===== src/rtl/cgmt_switch_ctrl.sv =====
module cgmt_switch_ctrl #(
  parameter int CNT_W  = 16,
  parameter int HOLD_W = 8
) (
  input  logic              clk,
  input  logic              rst_n,
  input  logic [1:0]        miss_i,
  input  logic [1:0]        fill_i,
  input  logic [1:0]        irq_i,
  input  logic              hint_i,
  input  logic [CNT_W-1:0]  wait_limit_i,
  input  logic [HOLD_W-1:0] holdoff_i,
  output logic              active_o,
  output logic              switch_o,
  output logic              flush_o,
  output logic [2:0]        urg0_o,
  output logic [2:0]        urg1_o
);
  localparam logic [2:0] U_NOM = 3'd5;
  localparam logic [2:0] U_IRQ = 3'd6;
  localparam logic [2:0] U_TMO = 3'd7;

  logic [2:0]        urg_q [2];
  logic [2:0]        urg_d [2];
  logic              act_q, flush_q, sw_q, bg, go, fire;
  logic [HOLD_W-1:0] hold_q;
  logic [CNT_W-1:0]  wait_q;
  logic [2:0]        u_fg, u_bg;

  assign bg   = ~act_q;
  assign u_fg = act_q ? urg_q[1] : urg_q[0];
  assign u_bg = act_q ? urg_q[0] : urg_q[1];
  assign go   = !flush_q && (hold_q == '0) && (hint_i || (u_fg < u_bg));
  assign fire = (wait_limit_i != '0) && (wait_q >= wait_limit_i) && !flush_q;

  always_comb begin
    for (int t = 0; t < 2; t++) begin
      if (flush_q && (1'(t) == bg))      urg_d[t] = U_NOM;
      else if (fire && (1'(t) == bg))    urg_d[t] = U_TMO;
      else if (irq_i[t])                 urg_d[t] = U_IRQ;
      else if (miss_i[t])                urg_d[t] = (urg_q[t] == 3'd0) ? 3'd0 : urg_q[t] - 3'd1;
      else if (fill_i[t])                urg_d[t] = (urg_q[t] < U_NOM) ? urg_q[t] + 3'd1 : urg_q[t];
      else                               urg_d[t] = urg_q[t];
    end
  end

  always_ff @(posedge clk or negedge rst_n) begin
    if (!rst_n) begin
      urg_q[0] <= U_NOM;
      urg_q[1] <= U_NOM;
      act_q    <= 1'b0;
      flush_q  <= 1'b0;
      sw_q     <= 1'b0;
      hold_q   <= '0;
      wait_q   <= '0;
    end else begin
      urg_q[0] <= urg_d[0];
      urg_q[1] <= urg_d[1];
      flush_q  <= go;
      sw_q     <= flush_q;
      if (flush_q) act_q <= ~act_q;

      if (flush_q)              hold_q <= holdoff_i;
      else if (hold_q != '0)    hold_q <= hold_q - 1'b1;

      if (flush_q || fire)      wait_q <= '0;
      else if ((wait_limit_i != '0) && (wait_q != '1)) wait_q <= wait_q + 1'b1;
    end
  end

  assign active_o = act_q;
  assign switch_o = sw_q;
  assign flush_o  = flush_q;
  assign urg0_o   = urg_q[0];
  assign urg1_o   = urg_q[1];
endmodule



===== config.mk =====
export PLATFORM = sky130hd
export DESIGN_NAME = cgmt_switch_ctrl
export DESIGN_NICKNAME = d
export VERILOG_FILES = /design/src/rtl/cgmt_switch_ctrl.sv
export SDC_FILE = /design/constraint.sdc
export NUM_CORES = 1
export LEC_CHECK = 0
export ABC_AREA = 1
export CORE_MARGIN = 8
export CORE_UTILIZATION = 25
export CTS_BUF_LIST = sky130_fd_sc_hd__clkbuf_8
export DETAILED_ROUTE_END_ITERATION = 10
export SYNTH_ARGS = -nofsm -noshare
export SYNTH_HDL_FRONTEND = slang
export SYNTH_SLANG_ARGS = --single-unit

===== constraint.sdc =====
create_clock -name clk -period 1.8 [get_ports clk]
set_input_delay 0.36 -clock clk [delete_from_list [all_inputs] [get_ports clk]]
set_output_delay 0.36 -clock clk [all_outputs]
set_load 0.02 [all_outputs]

; ---- Word-level counts from Yosys, hierarchy flattened
; Cells that the tools add are included.
; Widths: inputs -> output; s select.
[totals]
regBits = 33
input_bits = 33
output_inout_bits = 9
[op_classes]
addsub = 6
n_lt_le_gt_ge = 4
eq_ne = 1
n_mux = 20
bitwise = 1
reduce_logical = 25
[op_table]
columns = cell, count
row1 = $mux 3, 16
row2 = $mux 16, 2
row3 = $reduce_bool 5->1, 4
row4 = $add 16x1->16 const B, 1
row5 = $ge 16x16->1, 1
row6 = $mux 8, 2
row7 = $ne 16x16->1 const B, 1
row8 = $reduce_bool 16->1, 1
row9 = $logic_and 1x1->1, 9
row10 = $logic_not 8->1, 1
row11 = $reduce_bool 8->1, 1
row12 = $sub 8x1->8 const B, 1
row13 = $add 3x1->3 const B, 2
row14 = $logic_not 3->1, 2
row15 = $lt 3x3->1 const B, 2
row16 = $sub 3x1->3 const B, 2
row17 = $reduce_and 2->1, 2
row18 = $reduce_bool 2->1, 2
row19 = $lt 3x3->1, 1
row20 = $logic_or 1x1->1, 2
row21 = $logic_not 1->1, 1
row22 = $not 1->1, 1

; ---- Longest topological paths before layout
[logic_depth]
word_depth = 7
ltp_mapped = 16
ltp_nobuf = 16

; ---- Least setup slack after synthesis
; No wires, ideal clock.
[synth_path]
path_kind = flip-flop to flip-flop
startpoint = register wait_q[6]
endpoint = register wait_q[12]
arrival_ns = 1.591
required_time_ns = 1.720
path_slack_ns = 0.129
stages_incl_launch_ff = 14
path_cell_list = dfrtp_1 -> ha_1 -> nand2_1 -> nor2_1 -> nand2_1 -> nand2_1 -> nor2_1 -> nand2_1 -> nand2_1 -> nand2_1 -> nand2_2 -> nand2_4 -> buf_6 -> nor3_2
[synth_between]
elab_chain_len = 5
word_cells_on_any_way = 10
cone_classes = 1 x add/sub / 1 x order compare / 1 x eq/ne / 2 x mux / 5 x reduce/logical
[synth_lines]
columns = element, line
row1 = start: declaration, 27  ; logic [CNT_W-1:0] wait_q;
row2 = start signal: assignment, 67  ; else if ((wait_limit_i != '0) && (wait_q != '1)) wait_q <= wait_q + 1'b1;
row3 = $ge 16x16->1, 34  ; assign fire = (wait_limit_i != '0) && (wait_q >= wait_limit_i) && !flush_q;
row4 = $logic_and 1x1->1 (2 in series), 34
row5 = $logic_or 1x1->1, 66  ; if (flush_q || fire) wait_q <= '0;
row6 = $mux 16 or $reduce_bool 2->1 (tied branches), n/a
; Parallel ways exist; a longest one is shown, timed or not. The select of a mux whose other input is x is not followed.
; A chain may end at the register's enable or synchronous reset.

; ---- Final worst setup path
[layout_path]
startpoint = register wait_q[1]
endpoint = register wait_q[10]
; Same word-level chain as after synthesis.

==> impl_metrics.py <==
metrics = {
    "cells_and_area": {
        "final_nets": 505,
        "fin_util": 0.389,
        "design_area_um2": 4000,
        "drive_above_1_share": 0.282,
        "area_growth_pct": 52.2,
        "n_fill_cell": 1044,
        "multi_input_area_um2": 1890,
        "regArea_um2": 831,
        "n_antenna_cell": 0,
    },
    "worst_setup_path": {
        "worst-path-max-fanout": 4,
        "cp_top_family": "simple AND/OR/NAND/NOR gates",
        "end_kind": "flip-flop",
        "critPathLaunchType": "flip-flop",
        "crit_path_cell_trace": "buf_4, ha_4, nand4_1, nor3_2, nand2_1, nand2_4, buf_6, nor2_2, xnor2_2, nor2_4",
        "crit_buf_inv": 2,
        "critPathSlowestCell": "dfrtp_1",
        "crit_required_ps": 1980,
        "crit_type": "flip-flop to flip-flop",
        "max_stage_delay_ps": 370,
        "crit_arrival_ps": 1950,
    },
    "placement": {
        "dpl_cell_area_um2": 3410,
        "io_buffer_count": 41,
        "dp_slack_ps": -511,
        "post-dp-hpwl_um": 5020,
        "gp_congestion": 0.807,
    },
    "timing": {
        "finalSetupViolations": 0,
        "max_clock_freq_mhz": 564,
        "finalCritPeriodShare": 0.984,
        "hold_viol_final": 0,
        "rsz0062_at_grt": "true",
        "setup_slack_ps": 28.1,
        "relSlewSlack": 0.688,
        "fin_skew_ps": 11.1,
        "post-route-min-period_ps": 1770,
        "worst_pin_slew_ps": 464,
        "slew_violations": 0,
    },
    "logic_synthesis": {
        "syn-mean-instance-area_um2": 7.25,
        "netlist_top_cells_count": "nand2_1, inv_1, nor2_1, dfrtp_1, ha_1",
        "syn_nets": 421,
        "ys.warnings.count": 0,
        "synth_top_area_frac": 0.276,
        "async_reset_ff_frac": 1.00,
        "ys_ff_latch": 33,
        "syn-cell-area_um2": 2630,
        "synth.most_common_cell": "nand2_1",
        "syn-instance-count": 362,
        "synth.area.top_cells": "dfrtp_1, ha_1, nand2_1",
        "synth_edf_count": 0,
        "synth-main-ff-cell": "dfrtp_1",
        "synth_cell_types": 35,
        "synth_top_area_cell": "dfrtp_1",
        "ys_seq_area_frac": 0.316,
    },
    "power": {
        "p_int_mw": 2.26,
        "clkPwrFrac": 0.200,
        "p_comb_frac": 0.477,
        "max-vdd-ir-drop_uv": 552,
        "switching_share": 0.382,
        "p_leak_nw": 1.96,
        "p_per_area_nw_per_um2": 917,
        "p_switching_mw": 1.40,
        "p_seq_frac": 0.323,
    },
    "clock_network": {
        "cts.path.max_buffers": 2,
        "cts.sinks": 33,
        "postCtsHoldBufs": 0,
        "cts_tree": "done",
        "cts_root_buf": "clkbuf_8",
        "h-tree-depth": 2,
        "path_clk_slew_ps": 80,
        "cts_made_buffers": 5,
        "clkLatencyLatePin_ps": 290,
    },
    "routing": {
        "met1_length_um": 3300,
        "wl_per_cell_um": 12.3,
        "vias_per_cell": 4.49,
        "ant_nets": 0,
        "via_count": 2618,
        "wl_met3_um": 377,
        "routed_wl_um": 7170,
        "dr.pass1.iters": 4,
        "top_layer": "met4",
        "drt_iter0_drc": 103,
        "drcViolationCount": 0,
        "wl_met2_um": 3400,
    },
    "flow_run": {
        "max_cap_violations": 0,
    },
    "floorplanning": {
        "die_x_um": 118,
        "dieArea_um2": 14000,
        "core_area_um2": 10300,
        "ios": 42,
        "die_y_um": 118,
        "num_rows": 37,
        "initial_core_util": 0.256,
    },
    "grt": {
        "grt_pass1_wl_um": 12000,
        "grt_max_degree": 34,
        "grt_pass1_vias": 2662,
        "grt_antenna_before_repair": 0,
        "track_usage": 0.101,
        "grt_overflow": 0,
    },
    "status": {
        "status": "finished, final reports clean",
    },
    "worst_hold_path": {
        "min-delay-path-class": "input port to async pin",
    },
}
## through the flow
step | total power, mW | hold WS (ps) | TNS [ps] | instances
after global placement | 2.61 | 509 | -9010 | 565
after floorplan | 2.10 | 64.4 | 0 | 362
after detailed placement | 2.64 | 507 | -9690 | 565
after global routing | 4.00 | 451 | -955 | 583
final | 3.66 | 436 | 0 | 583
after CTS | 3.50 | 436 | -145 | 577
## flip-flops by register name, summed over array words and instances, names as in the netlist
name / cells
active_o: 1
flush_o: 1
hold_q: 8
switch_o: 1
urg0_o: 3
urg1_o: 3
wait_q: 16
## kinds of logic after synthesis
family | Yosys count | share of synthesized area
buf+inv | 68 | 0.105
flops | 33 | 0.316
compound gates | 55 | 0.116
simple gates | 168 | 0.298
xor+xnor | 12 | 0.0400
fa+ha+maj | 26 | 0.124
## per-layer routing
metal,global-route usage,up-vias
li1,-,1345
met1,0.124,1202
met2,0.168,59
met3,0.0276,12
met4,0.0308,0
met5,0,-
## cell type report
type	count	area share
Clock buffer	6	0.0207
Clock inverter	2	0.00845
Inverter	63	0.0604
Multi-Input combinational cell	262	0.473
Sequential cell	33	0.208
Tap cell	136	0.0426
Timing Repair Buffer	81	0.187
## layout by cell type (no fill, tap or decap), types with 5 or more instances in the layout
master and count:
nand2_1 63, inv_1 49, nor2_1 35, buf_4 31, dfrtp_1 29, o21ai_0 20, dlygate4sd2_1 20, clkdlybuf4s50_1 17
nand3_1 16, a21oi_1 16, inv_2 14, ha_4 13, ha_1 13, nand4_1 10, nand2_2 9, xor2_1 8
buf_6 7, clkbuf_8 6, nor2_4 5
## worst register-to-register path, stage by stage (launching register included)
cell	delay, ps
dfrtp_1	370
buf_4	140
ha_4	140
nand4_1	140
nor3_2	190
nand2_1	120
nand2_4	130
buf_6	120
nor2_2	50
xnor2_2	200
nor2_4	50
## path summary, 6_finish.rpt
kind / depth (start not counted) / startpoint / end / slack (ps)
max: 10 / wait_q[1]$_DFFE_PN0P_ / wait_q[10]$_DFFE_PN0P_ / 30
min: 2 / rst_n / wait_q[11]$_DFFE_PN0P_ / 440
max reg2reg: 10 / wait_q[1]$_DFFE_PN0P_ / wait_q[10]$_DFFE_PN0P_ / 30
min reg2reg: 2 / urg0_o[0]$_DFFE_PN1P_ / urg0_o[0]$_DFFE_PN1P_ / 520
max in group asynchronous: 2 / rst_n / urg0_o[0]$_DFFE_PN1P_ / 1110
min in group clk: 2 / urg0_o[0]$_DFFE_PN1P_ / urg0_o[0]$_DFFE_PN1P_ / 520
## what timing repair did
| item | 4_1_cts | 5_1_grt |
|---|---|---|
| resized for setup | 56 | 54 |
| setup endpoints to repair | 25 | 28 |
| pin swaps | 35 | 33 |
| cloned | 1 | 0 |
| buffers inserted | 3 | 6 |
## power by group through the flow
stage               Sequential (mW)  Combinational (mW)  Clock, mW
finish                         1.18                1.75      0.734
global route                   1.23                1.99      0.779
detailed placement             1.17                1.47          0
CTS                            1.17                1.58      0.752
global placement               1.17                1.45          0
floorplan                      1.20               0.905          0
No activity file was read; power rests on OpenSTA's default activity.
